### src/rtl/ste_pkg.sv
package ste_pkg;

   // Configuration address map: order is decoded by the bank
   localparam int unsigned CFG_WMASK_ADDR = 0;
   localparam int unsigned CFG_INV_ADDR   = 1;
   localparam int unsigned CFG_ROW_BASE   = 2;

   function automatic int unsigned max_of(input int unsigned a, input int unsigned b);
      return (a > b) ? a : b;
   endfunction

   function automatic int unsigned addr_bits(input int unsigned outs);
      return (outs + CFG_ROW_BASE <= 2) ? 1 : $clog2(outs + CFG_ROW_BASE);
   endfunction

endpackage

### src/rtl/ste_cfg_bank.sv
module ste_cfg_bank
   import ste_pkg::*;
#(
   parameter int unsigned IN_W   = 32,
   parameter int unsigned OUT_W  = 32,
   parameter int unsigned ADDR_W = addr_bits(OUT_W),
   parameter int unsigned DATA_W = max_of(IN_W, OUT_W)
) (
   input  logic                         clk,
   input  logic                         rst_n,
   input  logic                         cfg_we,
   input  logic [ADDR_W-1:0]            cfg_addr,
   input  logic [DATA_W-1:0]            cfg_data,
   output logic [OUT_W-1:0]             wmask_q,
   output logic [OUT_W-1:0]             inv_q,
   output logic [OUT_W-1:0][IN_W-1:0]   rows_q
);

   logic sel_wmask;
   logic sel_inv;

   assign sel_wmask = cfg_we && (cfg_addr == ADDR_W'(CFG_WMASK_ADDR));
   assign sel_inv   = cfg_we && (cfg_addr == ADDR_W'(CFG_INV_ADDR));

   always_ff @(posedge clk) begin
      if (!rst_n) begin
         wmask_q <= '0;
         inv_q   <= '0;
      end else begin
         if (sel_wmask) wmask_q <= cfg_data[OUT_W-1:0];
         if (sel_inv)   inv_q   <= cfg_data[OUT_W-1:0];
      end
   end

   for (genvar n = 0; n < OUT_W; n++) begin : g_row
      logic sel_row;
      assign sel_row = cfg_we && (cfg_addr == ADDR_W'(CFG_ROW_BASE + n));
      always_ff @(posedge clk) begin
         if (!rst_n)       rows_q[n] <= '0;
         else if (sel_row) rows_q[n] <= cfg_data[IN_W-1:0];
      end
   end


   wmask_load_chk: assert property (@(posedge clk) disable iff (!rst_n)
      (cfg_we && cfg_addr == ADDR_W'(CFG_WMASK_ADDR)) |=> (wmask_q == $past(cfg_data[OUT_W-1:0])));


   row0_load_chk: assert property (@(posedge clk) disable iff (!rst_n)
      (cfg_we && cfg_addr == ADDR_W'(CFG_ROW_BASE)) |=> (rows_q[0] == $past(cfg_data[IN_W-1:0])));


   bad_addr_ignored_chk: assert property (@(posedge clk) disable iff (!rst_n)
      (cfg_we && (int'(cfg_addr) >= int'(CFG_ROW_BASE + OUT_W)))
         |=> ($stable(wmask_q) && $stable(inv_q) && $stable(rows_q)));


   cfg_reset_chk: assert property (@(posedge clk)
      (!rst_n) |=> (wmask_q == '0 && inv_q == '0 && rows_q == '0));

endmodule

### src/rtl/ste_term_row.sv
module ste_term_row #(
   parameter int unsigned IN_W = 32
) (
   input  logic [IN_W-1:0] row,
   input  logic [IN_W-1:0] src,
   input  logic            inv,
   output logic            term
);

   logic [IN_W-1:0] hits;

   assign hits = row & src;
   assign term = (|hits) ^ inv;

endmodule

### src/rtl/ste_out_reg.sv
module ste_out_reg #(
   parameter int unsigned OUT_W = 32
) (
   input  logic             clk,
   input  logic             rst_n,
   input  logic             xlate_en,
   input  logic [OUT_W-1:0] wmask,
   input  logic [OUT_W-1:0] terms,
   output logic [OUT_W-1:0] dst_q
);

   always_ff @(posedge clk) begin
      if (!rst_n)        dst_q <= '0;
      else if (xlate_en) dst_q <= (terms & wmask) | (dst_q & ~wmask);
   end


   idle_hold_chk: assert property (@(posedge clk) disable iff (!rst_n)
      (!xlate_en) |=> $stable(dst_q));


   masked_hold_chk: assert property (@(posedge clk) disable iff (!rst_n)
      xlate_en |=> ((dst_q & ~$past(wmask)) == ($past(dst_q) & ~$past(wmask))));


   out_reset_chk: assert property (@(posedge clk)
      (!rst_n) |=> (dst_q == '0));

endmodule

### src/rtl/sum_term_array.sv
module sum_term_array
   import ste_pkg::*;
#(
   parameter int unsigned IN_W   = 32,
   parameter int unsigned OUT_W  = 32,
   parameter int unsigned ADDR_W = addr_bits(OUT_W),
   parameter int unsigned DATA_W = max_of(IN_W, OUT_W)
) (
   input  logic              clk,
   input  logic              rst_n,
   input  logic              cfg_we,
   input  logic [ADDR_W-1:0] cfg_addr,
   input  logic [DATA_W-1:0] cfg_data,
   input  logic              xlate_en,
   input  logic [IN_W-1:0]   src_word,
   output logic [OUT_W-1:0]  dst_word
);

   localparam int unsigned CFG_WORDS = OUT_W + CFG_ROW_BASE;

   if (IN_W < 1 || OUT_W < 1) begin : g_bad_size
      $error("sum_term_array: IN_W and OUT_W must be at least 1");
   end
   if ((1 << ADDR_W) < CFG_WORDS) begin : g_bad_addr
      $error("sum_term_array: ADDR_W too narrow for the configuration words");
   end
   if (DATA_W < IN_W || DATA_W < OUT_W) begin : g_bad_data
      $error("sum_term_array: DATA_W narrower than a configuration word");
   end

   logic [OUT_W-1:0]           wmask;
   logic [OUT_W-1:0]           inv;
   logic [OUT_W-1:0][IN_W-1:0] rows;
   logic [OUT_W-1:0]           terms;

   ste_cfg_bank #(
      .IN_W  (IN_W),
      .OUT_W (OUT_W),
      .ADDR_W(ADDR_W),
      .DATA_W(DATA_W)
   ) u_cfg (
      .clk     (clk),
      .rst_n   (rst_n),
      .cfg_we  (cfg_we),
      .cfg_addr(cfg_addr),
      .cfg_data(cfg_data),
      .wmask_q (wmask),
      .inv_q   (inv),
      .rows_q  (rows)
   );

   for (genvar n = 0; n < OUT_W; n++) begin : g_term
      ste_term_row #(.IN_W(IN_W)) u_row (
         .row (rows[n]),
         .src (src_word),
         .inv (inv[n]),
         .term(terms[n])
      );
   end

   ste_out_reg #(.OUT_W(OUT_W)) u_out (
      .clk     (clk),
      .rst_n   (rst_n),
      .xlate_en(xlate_en),
      .wmask   (wmask),
      .terms   (terms),
      .dst_q   (dst_word)
   );

   // enabled bits carry the terms formed from pre-edge configuration
   enabled_bits_chk: assert property (@(posedge clk) disable iff (!rst_n)
      xlate_en |=> ((dst_word & $past(wmask)) == ($past(terms) & $past(wmask))));


   bit0_term_chk: assert property (@(posedge clk) disable iff (!rst_n)
      (xlate_en && wmask[0]) |=> (dst_word[0] == ($past(|(rows[0] & src_word)) ^ $past(inv[0]))));

endmodule

### config.mk
export PLATFORM = sky130hd
export DESIGN_NAME = sum_term_array
export DESIGN_NICKNAME = d
export VERILOG_FILES = /design/src/rtl/ste_pkg.sv /design/src/rtl/ste_cfg_bank.sv /design/src/rtl/ste_term_row.sv /design/src/rtl/ste_out_reg.sv /design/src/rtl/sum_term_array.sv
export SDC_FILE = /design/constraint.sdc
export NUM_CORES = 2
export LEC_CHECK = 0
export BUFFER_PORTS_ARGS = -buffer_cell sky130_fd_sc_hd__buf_2
export CORE_ASPECT_RATIO = 0.7
export CORE_MARGIN = 2
export CORE_UTILIZATION = 42
export CTS_CLUSTER_DIAMETER = 30
export DETAILED_ROUTE_END_ITERATION = 10
export GPL_TIMING_DRIVEN = 0
export HOLD_SLACK_MARGIN = 0.08
export PLACE_DENSITY_LB_ADDON = 0.25
export REMOVE_ABC_BUFFERS = 1
export SLEW_MARGIN = 20
export SYNTH_ARGS = -nofsm -noshare
export SYNTH_HDL_FRONTEND = slang
export SYNTH_SLANG_ARGS = --single-unit
### constraint.sdc
create_clock -name clk -period 2.6 [get_ports clk]
set_input_delay 0.78 -clock clk [delete_from_list [all_inputs] [get_ports clk]]
set_output_delay 0.78 -clock clk [all_outputs]
set_load 0.01 [all_outputs]
==> results_dict.tcl <==
set metrics [dict create \
    syn_inst 5954 \
    synth_top_area_frac 0.465 \
    drt_iter0_markers 5586 \
    slowest_delay_ns 0.66 \
    yosys-top-cells-area "dfxtp_1, nand2_1, a21boi_0" \
    place_ws_ns -1.73 \
    intPower_mw 31.8 \
    overflow 0 \
    nNetsFinal 5763 \
    yosys.cell_count.top_type "nand2_1" \
    layout_setup_ws_ns 0.121 \
    crit_chain "buf_2, or3b_1, nor2_1, nand3_2, nand2_1, a21boi_0" \
    path_clk_slew_ns 0.06 \
    setup_violations 0 \
    dieArea_um2 118000 \
    viasPerCell 5.85 \
    synth_ff_type "dfxtp_1" \
    fp.coreArea_um2 113000 \
    comb_power_share 0.054 \
    crit_arrival_ns 3.15 \
    cp-start-kind "input port" \
    layout-drive-gt1-share 0.0973 \
    synthTopCellsByCount "nand2_1, dfxtp_1, a21boi_0" \
    relSlewSlack 0.270 \
    cts_buffers 155 \
    clk-insertion-delay-late_ns 0.78 \
    skew_ns 0.0301 \
    hold_viol 0 \
    grtUsageTotal 0.294 \
    clk_path_buf_depth 3 \
    area_delta_synth_final_pct 13.9 \
    cp.required_ns 3.27 \
    synth_cell_types 37 \
    gp_congestion 0.789 \
    cts_tree "built" \
    finalNonFillerCells 7343 \
    clock_tree.root_cell "clkbuf_16" \
    wl_um 178000 \
    grt_pass1_wl_um 260000 \
    syn-mean-instance-area_um2 8.10 \
    maxSlewViolCount 0 \
    start_util 0.426 \
    htree_levels 4 \
    synth-async-reset-ratio 0 \
    cts_sinks 1120 \
    vias 43000 \
    netlist_area_um2 48200 \
    reg2regPathDepth 5 \
    hold_class "input port to flip-flop" \
    dp.cells 7043 \
    cp_max_fo 32 \
    endpoint_kind "flip-flop" \
    report.power.total_mw 42.2 \
    tightest_slew_ns 1.09 \
    rsz0062_at_grt "no" \
    period_share 0.953 \
    ys_warn_count 0 \
    drtAntennaViolNets 0 \
    hpwl_um 87800 \
    die_y_um 288 \
    p_per_area_nw_per_um2 769 \
    status "complete, no violations" \
    synth-seq-cells 1120 \
    p_sw_frac 0.247 \
    vdd_drop_max_uv 718 \
    wl_per_cell_um 24.3 \
    synth-seq-area-share 0.465 \
    whs_path_depth 2 \
    leakagePower_nw 17.5 \
    slowest_stage "nand3_2" \
    seq_power_share 0.409 \
    synth-edff-count 0 \
    ioPinCount 106 \
    cap_violations 0 \
    route.detailed.drc 0 \
    critical_path_class "input port to flip-flop" \
    row_count 103 \
    firstDrtPassIters 8 \
    grt_pass1_vias 39500 \
    final.min_clock_period_ns 2.48 \
    port_buffers 105 \
    grt_max_degree 156 \
    p_switching_mw 10.4 \
    synth_top_area_cell "dfxtp_1" \
    die_w_um 409 \
    fmax_mhz 403 \
    pwr-share-clk 0.537 \
    setup_tns_ns 0 \
    antenna_found_initial 9 \
]
## cell families after synthesis
group           after synthesis  synth area share
buf+inv                     574            0.0573
simple gates               2660             0.227
compound gates             1600             0.251
flops                      1120             0.465
## flip-flops by register name, summed over array words and instances, names as in the netlist, named ones only
register,count
u_cfg.rows_q,1024
u_cfg.inv_q,32
u_cfg.wmask_q,32
## routing by layer
| layer | up-vias | wire length, µm | GRT usage | share of wire |
|---|---|---|---|---|
| li1 | 19600 | - | - | - |
| met1 | 20800 | 79500 | 0.437 | 0.45 |
| met2 | 2224 | 71700 | 0.416 | 0.40 |
| met3 | 381 | 21300 | 0.0590 | 0.12 |
| met4 | 0 | 5640 | 0.109 | 0.032 |
| met5 | - | 0 | 0 | 0 |
## layout by cell type, fill, tap and decap left out, types with 32 or more instances in the layout
cell type  count
clkbuf_16    163
or4b_2        32
nand2_1     2277
a21boi_0     731
dfxtp_1     1120
buf_2         39
buf_4         68
nor4_1        33
nand3_1       64
nand4_1      130
nor2_1        35
a21boi_1     327
a22oi_1      512
## power groups by stage
| stage | Combinational, mW | Clock, mW | Sequential (mW) |
|---|---|---|---|
| after global routing | 2.27 | 23.6 | 17.3 |
| after floorplan | 0.447 | 0 | 17.6 |
| after detailed placement | 2.09 | 0 | 17.6 |
| after global placement | 2.52 | 0 | 17.6 |
| final | 2.30 | 22.7 | 17.3 |
| after CTS | 2.16 | 22.8 | 17.3 |
## path summary, 6_finish.rpt
check / slack (ns) / startpoint / end
max: 0.12 / cfg_addr[5] / u_cfg.rows_q[300]
min: 0.42 / rst_n / u_cfg.rows_q[447]
max reg2reg: 0.46 / u_cfg.rows_q[478] / flip-flop
min reg2reg: 0.45 / u_cfg.rows_q[162] / u_cfg.rows_q[162]
## area by class of cell
cell class | instances | area, µm²
multi-input combinational | 4260 | 23400
fill | 10700 | 58300
timing repair buffer | 152 | 1690
antenna | 4 | 10.0
tap | 1522 | 1900
clock inverter | 96 | 1220
sequential | 1120 | 22400
clock buffer | 189 | 4330
## per-stage QoR
| stage | utilization | hold WS [ns] | cell area, µm² |
|---|---|---|---|
| final | 0.485 | 0.424 | 54900 |
| after floorplan | - | 0.435 | 45500 |
| after global placement | 0.423 | 0.440 | 47900 |
| after global routing | 0.485 | 0.437 | 54900 |
| after detailed placement | 0.433 | 0.444 | 49000 |
| after CTS | 0.484 | 0.396 | 54800 |
## repair_timing
item / CTS / global route
cloned: 7 / 1
gates resized for setup: 14 / 7
pin swaps: 3 / 1
endpoints found under the setup margin: 428 / 282
hold buffers: 0 / 0
buffers inserted: 2 / 0
## critical path, delay by kind of cell
kind,cells,cell delay (ns)
buffers and inverters,1,0.13
AND/OR/NAND/NOR,4,2.11
AO/OA/AOI/OAI,1,0.10
No activity file was read; power rests on OpenSTA's default activity.
